[config.mk]
export PLATFORM = sky130hd
export DESIGN_NAME = hscl_top
export DESIGN_NICKNAME = d
export VERILOG_FILES = /design/src/rtl/hscl_pkg.sv /design/src/rtl/hscl_regs.sv /design/src/rtl/hscl_stage.sv /design/src/rtl/hscl_top.sv
export SDC_FILE = /design/constraint.sdc
export NUM_CORES = 1
export LEC_CHECK = 0
export BUFFER_PORTS_ARGS = -buffer_cell sky130_fd_sc_hd__buf_4
export CORE_UTILIZATION = 60
export CTS_CLUSTER_DIAMETER = 30
export DETAILED_ROUTE_END_ITERATION = 6
export PLACE_DENSITY = 0.77
export RECOVER_POWER = 50
export SLEW_MARGIN = 20
export SYNTH_ARGS = -nofsm -noshare
export SYNTH_HDL_FRONTEND = slang
export SYNTH_SLANG_ARGS = --single-unit
[constraint.sdc]
create_clock -name clk_i -period 20.8 [get_ports clk_i]
set_input_delay 2.08 -clock clk_i [delete_from_list [all_inputs] [get_ports clk_i]]
set_output_delay 2.08 -clock clk_i [all_outputs]
set_load 0.05 [all_outputs]
[src/rtl/hscl_pkg.sv]
package hscl_pkg;
  localparam int unsigned CFG_W  = 12;
  localparam int unsigned ADDR_W = 3;
  localparam int unsigned OFFS_W = 7;
  localparam int unsigned FRAC_W = 10;
  localparam int unsigned WT_W   = 4;
  localparam int unsigned UPD_BIT = 2;

  localparam logic [ADDR_W-1:0] ADR_CTRL = 3'd0;
  localparam logic [ADDR_W-1:0] ADR_OFFS = 3'd1;
  localparam logic [ADDR_W-1:0] ADR_LEN  = 3'd2;
  localparam logic [ADDR_W-1:0] ADR_SHR  = 3'd3;
  localparam logic [ADDR_W-1:0] ADR_STR  = 3'd4;

  localparam logic [CFG_W-1:0] UNITY   = CFG_W'(1 << FRAC_W);
  localparam logic [CFG_W-1:0] STR_MIN = CFG_W'((1 << FRAC_W) >> 2);

  typedef struct packed {
    logic [OFFS_W-1:0] offs;
    logic [CFG_W-1:0]  len;
    logic [CFG_W-1:0]  shr;
    logic [CFG_W-1:0]  str;
  } cfg_t;

  localparam cfg_t CFG_RST = '{offs: OFFS_W'(57), len: CFG_W'(1080), shr: UNITY, str: UNITY};

  function automatic cfg_t clamp_cfg(input cfg_t s);
    cfg_t r;
    r = s;
    if (s.shr < UNITY) r.shr = UNITY;
    if (s.str < STR_MIN) r.str = STR_MIN;
    else if (s.str > UNITY) r.str = UNITY;
    if (s.len == '0) r.len = CFG_W'(1);
    return r;
  endfunction
endpackage

[src/rtl/hscl_regs.sv]
module hscl_regs
  import hscl_pkg::*;
(
  input  logic              clk_i,
  input  logic              rst_ni,
  input  logic              cfg_we_i,
  input  logic [ADDR_W-1:0] cfg_addr_i,
  input  logic [CFG_W-1:0]  cfg_wdata_i,
  input  logic              start_i,
  output logic              upd_o,
  output cfg_t              work_o
);
  cfg_t shadow_q, work_q;
  logic pend_q;

  always_ff @(posedge clk_i or negedge rst_ni) begin
    if (!rst_ni) begin
      shadow_q <= CFG_RST;
      work_q   <= CFG_RST;
      pend_q   <= 1'b0;
    end else begin
      if (start_i && pend_q) begin
        work_q <= clamp_cfg(shadow_q);
        pend_q <= 1'b0;
      end
      // a request in the commit cycle stays queued for the next boundary
      if (cfg_we_i) begin
        case (cfg_addr_i)
          ADR_CTRL: if (!cfg_wdata_i[UPD_BIT]) pend_q <= 1'b1;
          ADR_OFFS: shadow_q.offs <= cfg_wdata_i[OFFS_W-1:0];
          ADR_LEN:  shadow_q.len  <= cfg_wdata_i;
          ADR_SHR:  shadow_q.shr  <= cfg_wdata_i;
          ADR_STR:  shadow_q.str  <= cfg_wdata_i;
          default: ;
        endcase
      end
    end
  end

  assign upd_o  = !pend_q;
  assign work_o = work_q;
endmodule

[src/rtl/hscl_stage.sv]
module hscl_stage #(
  parameter int unsigned PIX_W  = 8,
  parameter int unsigned INC_W  = 12,
  parameter int unsigned FRAC_W = 10,
  parameter int unsigned WT_W   = 4
) (
  input  logic             clk_i,
  input  logic             rst_ni,
  input  logic [INC_W-1:0] inc_i,
  input  logic             in_valid_i,
  input  logic             in_end_i,
  input  logic [PIX_W-1:0] in_pix_i,
  output logic             in_ready_o,
  output logic             out_valid_o,
  output logic             out_end_o,
  output logic [PIX_W-1:0] out_pix_o,
  input  logic             out_ready_i
);
  localparam int unsigned ACC_W = INC_W + 1;
  localparam int unsigned MIX_W = PIX_W + WT_W + 1;
  localparam logic [ACC_W-1:0] ONE_A = ACC_W'(1 << FRAC_W);
  localparam logic [WT_W:0]    WT_ONE = (WT_W+1)'(1 << WT_W);

  logic [PIX_W-1:0] a_q, b_q;
  logic             a_vld_q, b_vld_q, eol_q;
  logic [ACC_W-1:0] acc_q;

  logic [FRAC_W-1:0] frac;
  logic [WT_W-1:0]   wt;
  logic              skip_nz, a_last, shift, emit, done;
  logic [PIX_W-1:0]  b_sel;
  logic [MIX_W-1:0]  mix;

  assign frac    = acc_q[FRAC_W-1:0];
  assign skip_nz = |acc_q[ACC_W-1:FRAC_W];
  assign wt      = frac[FRAC_W-1 -: WT_W];
  assign a_last  = a_vld_q && !b_vld_q && eol_q;
  // advance the sample pair: initial fill or integer part still pending
  assign shift   = b_vld_q && (!a_vld_q || skip_nz);
  assign emit    = a_vld_q && !skip_nz && (b_vld_q || (a_last && frac == '0));
  assign done    = (a_last && (skip_nz || frac != '0)) || (eol_q && !a_vld_q && !b_vld_q);

  assign in_ready_o  = !eol_q && (!b_vld_q || shift);
  assign out_valid_o = emit || done;
  assign out_end_o   = done;

  assign b_sel = b_vld_q ? b_q : a_q;
  assign mix   = MIX_W'(a_q) * MIX_W'(WT_ONE - (WT_W+1)'(wt)) + MIX_W'(b_sel) * MIX_W'(wt);
  assign out_pix_o = PIX_W'(mix >> WT_W);

  always_ff @(posedge clk_i or negedge rst_ni) begin
    if (!rst_ni) begin
      a_q     <= '0;
      b_q     <= '0;
      a_vld_q <= 1'b0;
      b_vld_q <= 1'b0;
      eol_q   <= 1'b0;
      acc_q   <= '0;
    end else if (done && out_ready_i) begin
      a_vld_q <= 1'b0;
      b_vld_q <= 1'b0;
      eol_q   <= 1'b0;
      acc_q   <= '0;
    end else begin
      if (emit && out_ready_i) acc_q <= ACC_W'(frac) + ACC_W'(inc_i);
      if (shift) begin
        a_q     <= b_q;
        a_vld_q <= 1'b1;
        b_vld_q <= 1'b0;
        if (a_vld_q) acc_q <= acc_q - ONE_A;
      end
      if (in_valid_i && in_ready_o) begin
        if (in_end_i) eol_q <= 1'b1;
        else begin
          b_q     <= in_pix_i;
          b_vld_q <= 1'b1;
        end
      end
    end
  end
endmodule

[src/rtl/hscl_top.sv]
module hscl_top
  import hscl_pkg::*;
#(
  parameter int unsigned PIX_W = 8
) (
  input  logic              clk_i,
  input  logic              rst_ni,
  input  logic              cfg_we_i,
  input  logic [ADDR_W-1:0] cfg_addr_i,
  input  logic [CFG_W-1:0]  cfg_wdata_i,
  output logic              upd_o,
  input  logic              line_start_i,
  input  logic              in_valid_i,
  input  logic [PIX_W-1:0]  in_pix_i,
  output logic              in_ready_o,
  output logic              out_valid_o,
  output logic [PIX_W-1:0]  out_pix_o,
  output logic              out_eol_o,
  input  logic              out_ready_i
);
  localparam int unsigned NSTG  = 2;
  localparam int unsigned CNT_W = CFG_W + 1;

  cfg_t work;
  logic busy_q, start;
  logic [CNT_W-1:0] cnt_q, len_c;

  logic             s_vld [NSTG+1];
  logic             s_end [NSTG+1];
  logic             s_rdy [NSTG+1];
  logic [PIX_W-1:0] s_pix [NSTG+1];
  logic [CFG_W-1:0] s_inc [NSTG];

  assign start = line_start_i && !busy_q;
  assign len_c = CNT_W'(work.len);

  hscl_regs u_regs (
    .clk_i       (clk_i),
    .rst_ni      (rst_ni),
    .cfg_we_i    (cfg_we_i),
    .cfg_addr_i  (cfg_addr_i),
    .cfg_wdata_i (cfg_wdata_i),
    .start_i     (start),
    .upd_o       (upd_o),
    .work_o      (work)
  );

  // pixels until the count is reached, then one end token
  assign s_vld[0] = busy_q && ((cnt_q < len_c) ? in_valid_i : (cnt_q == len_c));
  assign s_end[0] = (cnt_q == len_c);
  assign s_pix[0] = in_pix_i;
  assign in_ready_o = busy_q && (cnt_q < len_c) && s_rdy[0];

  assign s_inc[0] = work.shr;
  assign s_inc[1] = work.str;

  for (genvar g = 0; g < NSTG; g++) begin : g_stage
    hscl_stage #(
      .PIX_W  (PIX_W),
      .INC_W  (CFG_W),
      .FRAC_W (FRAC_W),
      .WT_W   (WT_W)
    ) u_stage (
      .clk_i       (clk_i),
      .rst_ni      (rst_ni),
      .inc_i       (s_inc[g]),
      .in_valid_i  (s_vld[g]),
      .in_end_i    (s_end[g]),
      .in_pix_i    (s_pix[g]),
      .in_ready_o  (s_rdy[g]),
      .out_valid_o (s_vld[g+1]),
      .out_end_o   (s_end[g+1]),
      .out_pix_o   (s_pix[g+1]),
      .out_ready_i (s_rdy[g+1])
    );
  end

  assign s_rdy[NSTG] = out_ready_i;

  logic [PIX_W:0] sum;
  assign sum         = {1'b0, s_pix[NSTG]} + (PIX_W+1)'(work.offs);
  assign out_pix_o   = sum[PIX_W] ? '1 : sum[PIX_W-1:0];
  assign out_valid_o = s_vld[NSTG];
  assign out_eol_o   = s_end[NSTG];

  always_ff @(posedge clk_i or negedge rst_ni) begin
    if (!rst_ni) begin
      busy_q <= 1'b0;
      cnt_q  <= '0;
    end else begin
      if (start) begin
        busy_q <= 1'b1;
        cnt_q  <= '0;
      end else begin
        if (s_vld[0] && s_rdy[0]) cnt_q <= cnt_q + 1'b1;
        if (out_valid_o && out_eol_o && out_ready_i) busy_q <= 1'b0;
      end
    end
  end
endmodule

==> results of run 1 <==
[per-layer routing]
layer	share of wire, %	vias up	track usage, %	wire length [um]
li1	-	4383	-	-
met1	45	4527	35.2	11900
met2	50	177	43.8	13000
met3	3.0	41	3.49	790
met4	1.9	0	8.01	501
met5	0	-	0	0
[per-stage QoR]
stage               util (%)  cells  worst slack (ns)  cell area (sq um)
detailed placement      64.1   1577             11.66              13600
floorplan                  -   1289             11.70              13000
global route            66.8   1609             10.52              14100
global placement        64.1   1577             11.87              13600
CTS                     67.1   1609             11.19              14200
finish                  66.8   1609             10.97              14100
[final timing paths]
kind | depth (start not counted) | to | slack [ns] | from
worst max-delay path | 22 | out_pix_o[7] | 10.97 | g_stage[1].u_stage.acc_q[6]$_DFFE_PN0P_
worst min-delay path | 2 | u_regs.work_o[14]$_DFFE_PN0P_ | 0.50 | u_regs.work_o[14]$_DFFE_PN0P_
worst max register to register | 19 | g_stage[1].u_stage.b_q[7]$_DFFE_PN0P_ | 14.46 | g_stage[0].u_stage.acc_q[6]$_DFFE_PN0P_
worst min register to register | 2 | u_regs.work_o[14]$_DFFE_PN0P_ | 0.50 | u_regs.work_o[14]$_DFFE_PN0P_
max in group asynchronous | 2 | g_stage[0].u_stage.b_q[2]$_DFFE_PN0P_ | 12.07 | rst_ni
min in group asynchronous | 1 | u_regs.shadow_q[3]$_DFFE_PN0P_ | 3.16 | rst_ni
[registers in the layout, summed over array words and instances, names as in the netlist, 2 cells and up]
signal and flops:
g_stage.u_stage.a_vld_q 2, g_stage.u_stage.b_vld_q 2, g_stage.u_stage.acc_q 26, g_stage.u_stage.eol_q 2
g_stage.u_stage.a_q 16, g_stage.u_stage.b_q 16, u_regs.shadow_q 43, u_regs.work_o 43
cnt_q 13
[layout by cell type, fill, tap and decap left out, drive strengths merged, types with 29 or more instances in the layout]
master  instances
fa             95
o21ai          56
a21oi          38
nand3          30
xnor2          29
nand2         142
ha            112
inv           173
buf            40
nor2           49
dfrtp         145
mux2           93
and2           54
[critical path: cells and delay by family, from the launching register on]
family | cells | cell delay (ns)
compound gates | 4 | 0.98
fa+ha+maj | 8 | 3.42
simple gates | 4 | 1.69
xor+xnor | 1 | 0.09
flops | 1 | 0.55
buf+inv | 5 | 0.58
[kinds of logic (layout without fill, tap and decap cells)]
logic type	count (synthesis)	count (layout)	synth area share, %
xor gates and xnor gates	50	50	3.48
DFF	165	165	32.0
adders and majority gates	207	207	25.4
muxes	111	111	9.45
buffers and inverters	199	244	5.83
AOI/OAI and AO/OA	187	187	9.76
and+or+nand+nor	370	370	14.1
[final cells by class]
class	count	area, sq um	share of cell area (%)
Inverter	165	619	4.38
Tap cell	275	344	2.43
Multi-Input combinational cell	925	8060	57.0
Clock inverter	15	209	1.48
Sequential cell	165	4150	29.4
Clock buffer	17	425	3.01
Timing Repair Buffer	47	330	2.34
==> results.ini, run 1 <==
[place]
place_congestion = 0.880
place_hpwl_um = 19900
port_buffers = 40

[clock_network]
clock-sinks = 165
clk_latency_ns = 0.43
cts_tree = built
htreeDepth = 4
post_cts_resized = 0
clockBufferDepth = 2
clk_pin_slew_worst_paths_ns = 0.06
cts_setup_buffers = 0
clockRootBuffer = clkbuf_16
cts_buffers = 17
cts_hold_buffers = 0

[route]
firstDrtPassIters = 5
routedWlPerCell_um = 16.2
vias = 9128
drc = 0
drt_wl_total_um = 26100
drt_iter0_drc = 490
routed_via_density = 5.67
drtAntennaViolNets = 0

[die]
start_util_pct = 61.4
die_w_um = 149
io_pins = 41
row_count = 53
die_h_um = 149
dieArea_sq_um = 22300
core_sq_um = 21200

[grt]
grtUsageTotal_pct = 26.1
grt_pass1_vias = 9402
antenna_found_initial = 0
grt_first_pass_wirelength_um = 45900
globalRouteOverflowTotal = 0
grt_max_degree = 84

[synth]
synth_seq_area_share_pct = 32.0
syn_area_sq_um = 13000
synthCells = 1289
synth-seq-cells = 165
syn_nets = 1525
synthFlopType = dfrtp_1
synthTopCellsByArea = dfrtp_1, fa_1, ha_1
syn_area_per_cell_sq_um = 10.1
synthTopCellsByCount = inv_1, dfrtp_1, nand2_1, ha_1, fa_1
synth_top_area_cell = dfrtp_1
synthDistinctLibCells = 68
synth_warnings = 0
synth_enable_flop_cells = 0
async_flop_share_pct = 100
synth_top_area_share_pct = 27.9
post-synth-top-count-cell = inv_1

[sta]
skew_ns = 0.0175
layout_min_cycle_time_ns = 9.83
max_clock_freq_mhz = 102
setup_viol = 0
whs_ns = 0.504
hold_viol = 0
max_slew_margin_pct = -188
tightest_slew_ns = 4.32
fin_setup_tns_ns = 0
finalCritPeriodShare_pct = 47.3
rsz0062_at_grt = false
slew_viol_final = 187

[cells_and_area]
antenna_cells = 0
drive_above_1_share_pct = 14.6
fin_nets = 1557
syn2layout_area_growth_pct = 8.82
n_fill_cell = 1631

[setup_path]
cp_slowest_cell = nor3b_1
cp.arrival_ns = 7.75
path_max_fanout = 14
path_cells = inv_1 -> ha_1 -> nor3b_1 -> nand2_1 -> fa_1 -> inv_1 -> fa_1 -> fa_1 -> fa_1 -> inv_1 -> fa_1 -> inv_1 -> ha_1 -> nand2_1 -> o31ai_1 -> a21oi_1 -> o21bai_1 -> xor2_1 -> ha_1 -> or4b_2 -> o311a_1 -> buf_4
endpoint_kind = output port
critPathLaunchType = register
slowest_delay_ns = 0.87
crit_required_ns = 18.72
critPathKind = register to output port
worst_path_most_repeated_cell = fa_1

[min_path]
hold_path.class = register to register

[run]
max_cap_viol_count = 3

[run_status]
status = finished, violations left
violations = max-capacitance violations, max-slew violations

Power of run 1 is left out: the tool's default activity adds up to more than one toggle a clock period on the data nets, which glitch-free logic cannot reach.
==> inputs of run 2 (changes only) <==
==> constraint.sdc (replaced) <==
create_clock -name clk_i -period 9.3 [get_ports clk_i]
set_input_delay 0.93 -clock clk_i [delete_from_list [all_inputs] [get_ports clk_i]]
set_output_delay 0.93 -clock clk_i [all_outputs]
set_load 0.05 [all_outputs]
==> results.ini, run 2 (synthesized netlist as in run 1, its figures left out) <==
[die]
io_pins = 41  ; unchanged
die_h_um = 149  ; unchanged
start_util_pct = 61.4  ; unchanged
core_sq_um = 21200  ; unchanged
row_count = 53  ; unchanged
die_w_um = 149  ; unchanged
dieArea_sq_um = 22300  ; unchanged

[route]
vias = 9118  ; was 9128
routedWlPerCell_um = 16.0  ; was 16.2 um
drc = 0  ; unchanged
drtAntennaViolNets = 0  ; unchanged
routed_via_density = 5.66  ; was 5.67
drt_iter0_drc = 423  ; was 490
drt_wl_total_um = 25800  ; was 26100 um
firstDrtPassIters = 5  ; unchanged

[setup_path]
critPathLaunchType = register  ; unchanged
path_max_fanout = 14  ; unchanged
cp.arrival_ns = 7.54  ; was 7.75 ns
ff2ff_setup_slack_ns = 3.02  ; was 14.46 ns
endpoint_kind = output port  ; unchanged
crit_required_ns = 8.37  ; was 18.72 ns
critPathKind = register to output port  ; unchanged
r2r-end = g_stage[1].u_stage.b_q[7]$_DFFE_PN0P_  ; unchanged
reg2reg_depth = 19  ; unchanged
timing.rr.start = g_stage[0].u_stage.acc_q[6]$_DFFE_PN0P_  ; unchanged

[sta]
rsz0062_at_grt = false  ; unchanged
layout_min_cycle_time_ns = 8.47
slew_viol_final = 221  ; was 187
fin_setup_tns_ns = 0  ; unchanged
setup_viol = 0  ; unchanged
tightest_slew_ns = 4.29  ; was 4.32 ns
max_slew_margin_pct = -186  ; was -188%
max_clock_freq_mhz = 118
finalCritPeriodShare_pct = 91.1
skew_ns = 0.0187  ; was 0.0175 ns
hold_viol = 0  ; unchanged

[min_path]
min_to = u_regs.work_o[22]$_DFFE_PN1P_  ; was u_regs.work_o[14]$_DFFE_PN0P_
hold_path_depth = 2  ; unchanged
hold_path.class = register to register  ; unchanged
hold_start = u_regs.work_o[22]$_DFFE_PN1P_  ; was u_regs.work_o[14]$_DFFE_PN0P_

[grt]
globalRouteOverflowTotal = 0  ; unchanged
grtUsageTotal_pct = 25.7  ; was 26.1%
grt_pass1_vias = 9461  ; was 9402
grt_first_pass_wirelength_um = 45400  ; was 45900 um
antenna_found_initial = 0  ; unchanged
grt_max_degree = 84  ; unchanged

[clock_network]
cts_setup_buffers = 0  ; unchanged
htreeDepth = 4  ; unchanged
clockBufferDepth = 2  ; unchanged
post_cts_resized = 0  ; unchanged
clockRootBuffer = clkbuf_16  ; unchanged
cts_tree = built  ; unchanged
cts_buffers = 17  ; unchanged
clk_latency_ns = 0.44  ; was 0.43 ns
clk_pin_slew_worst_paths_ns = 0.07  ; was 0.06 ns
clock-sinks = 165  ; unchanged
cts_hold_buffers = 0  ; unchanged

[cells_and_area]
antenna_cells = 0  ; unchanged
layout_commonest_cell = inv_1  ; unchanged
mostFrequentLayoutCells = inv_1, dfrtp_1, nand2_1, ha_1, fa_1  ; unchanged
fin_nets = 1559  ; was 1557
syn2layout_area_growth_pct = 9.03  ; was 8.82%
drive_above_1_share_pct = 15.1  ; was 14.6%

[place]
place_hpwl_um = 19800  ; was 19900 um
port_buffers = 40  ; unchanged
place_congestion = 0.865  ; was 0.880

[run_status]
violations = max-capacitance violations, max-slew violations  ; unchanged
status = finished, violations left  ; unchanged

[run]
max_cap_viol_count = 3  ; unchanged

run 2: worst max path at each step:
stage | from | end | cells after the start
CTS | g_stage[1].u_stage.acc_q[6]$_DFFE_PN0P_ | out_pix_o[7] | 22
global route | rst_ni | g_stage[0].u_stage.a_q[7]$_DFFE_PN0P_ | 2
finish | g_stage[1].u_stage.acc_q[6]$_DFFE_PN0P_ | out_pix_o[7] | 22
global placement | g_stage[1].u_stage.b_vld_q$_DFF_PN0_ | out_pix_o[7] | 23
floorplan | g_stage[1].u_stage.b_vld_q$_DFF_PN0_ | out_pix_o[2] | 25
detailed placement | g_stage[1].u_stage.acc_q[6]$_DFFE_PN0P_ | out_pix_o[7] | 22
run 2: final cells by class:
type                            count  area [sq um]
Multi-Input combinational cell    925          8090
Clock inverter                     15           184
Inverter                          165           619
Timing Repair Buffer               49           352
Fill cell                        1602          6990
Sequential cell                   165          4150
Clock buffer                       17           425
Tap cell                          275           344
run 2: per-layer routing:
metal | GRT usage, % | part of all wire (%) | vias to the layer above
li1 | - | - | 4408
met3 | 3.06 | 2.1 | 31
met2 | 43.9 | 50 | 119
met5 | 0 | 0 | -
met4 | 7.65 | 1.9 | 0
met1 | 34.4 | 46 | 4560
run 2: per-stage QoR:
| step | area [sq um] | hold slack, ns | cells | setup WS (ns) | utilization (%) |
|---|---|---|---|---|---|
| 4_1_cts | 14200 | 0.506 | 1611 | 0.832 | 67.1 |
| 5_1_grt | 14200 | 0.518 | 1611 | 0.330 | 67.0 |
| 6_report | 14200 | 0.503 | 1611 | 0.830 | 67.0 |
| 3_3_place_gp | 13600 | 0.471 | 1579 | 1.51 | 64.2 |
| 3_5_place_dp | 13600 | 0.471 | 1579 | 1.30 | 64.2 |
| 2_1_floorplan | 13000 | 0.447 | 1289 | 1.35 | - |
run 2: worst max-delay path: stages, from the launching register on:
cell      delay [ns]
dfrtp_1         0.60
inv_1           0.21
ha_1            0.27
xnor2_1         0.53
nand2_1         0.16
fa_1            0.56
inv_1           0.05
fa_1            0.51
fa_1            0.43
fa_1            0.54
inv_1           0.05
fa_1            0.53
inv_1           0.04
ha_1            0.34
nand2_1         0.07
o31ai_1         0.33
a21oi_1         0.16
o21bai_1        0.18
xor2_1          0.09
ha_1            0.34
or4b_2          0.60
o311a_1         0.31
buf_4           0.19
Power of run 2 is left out for the same reason.
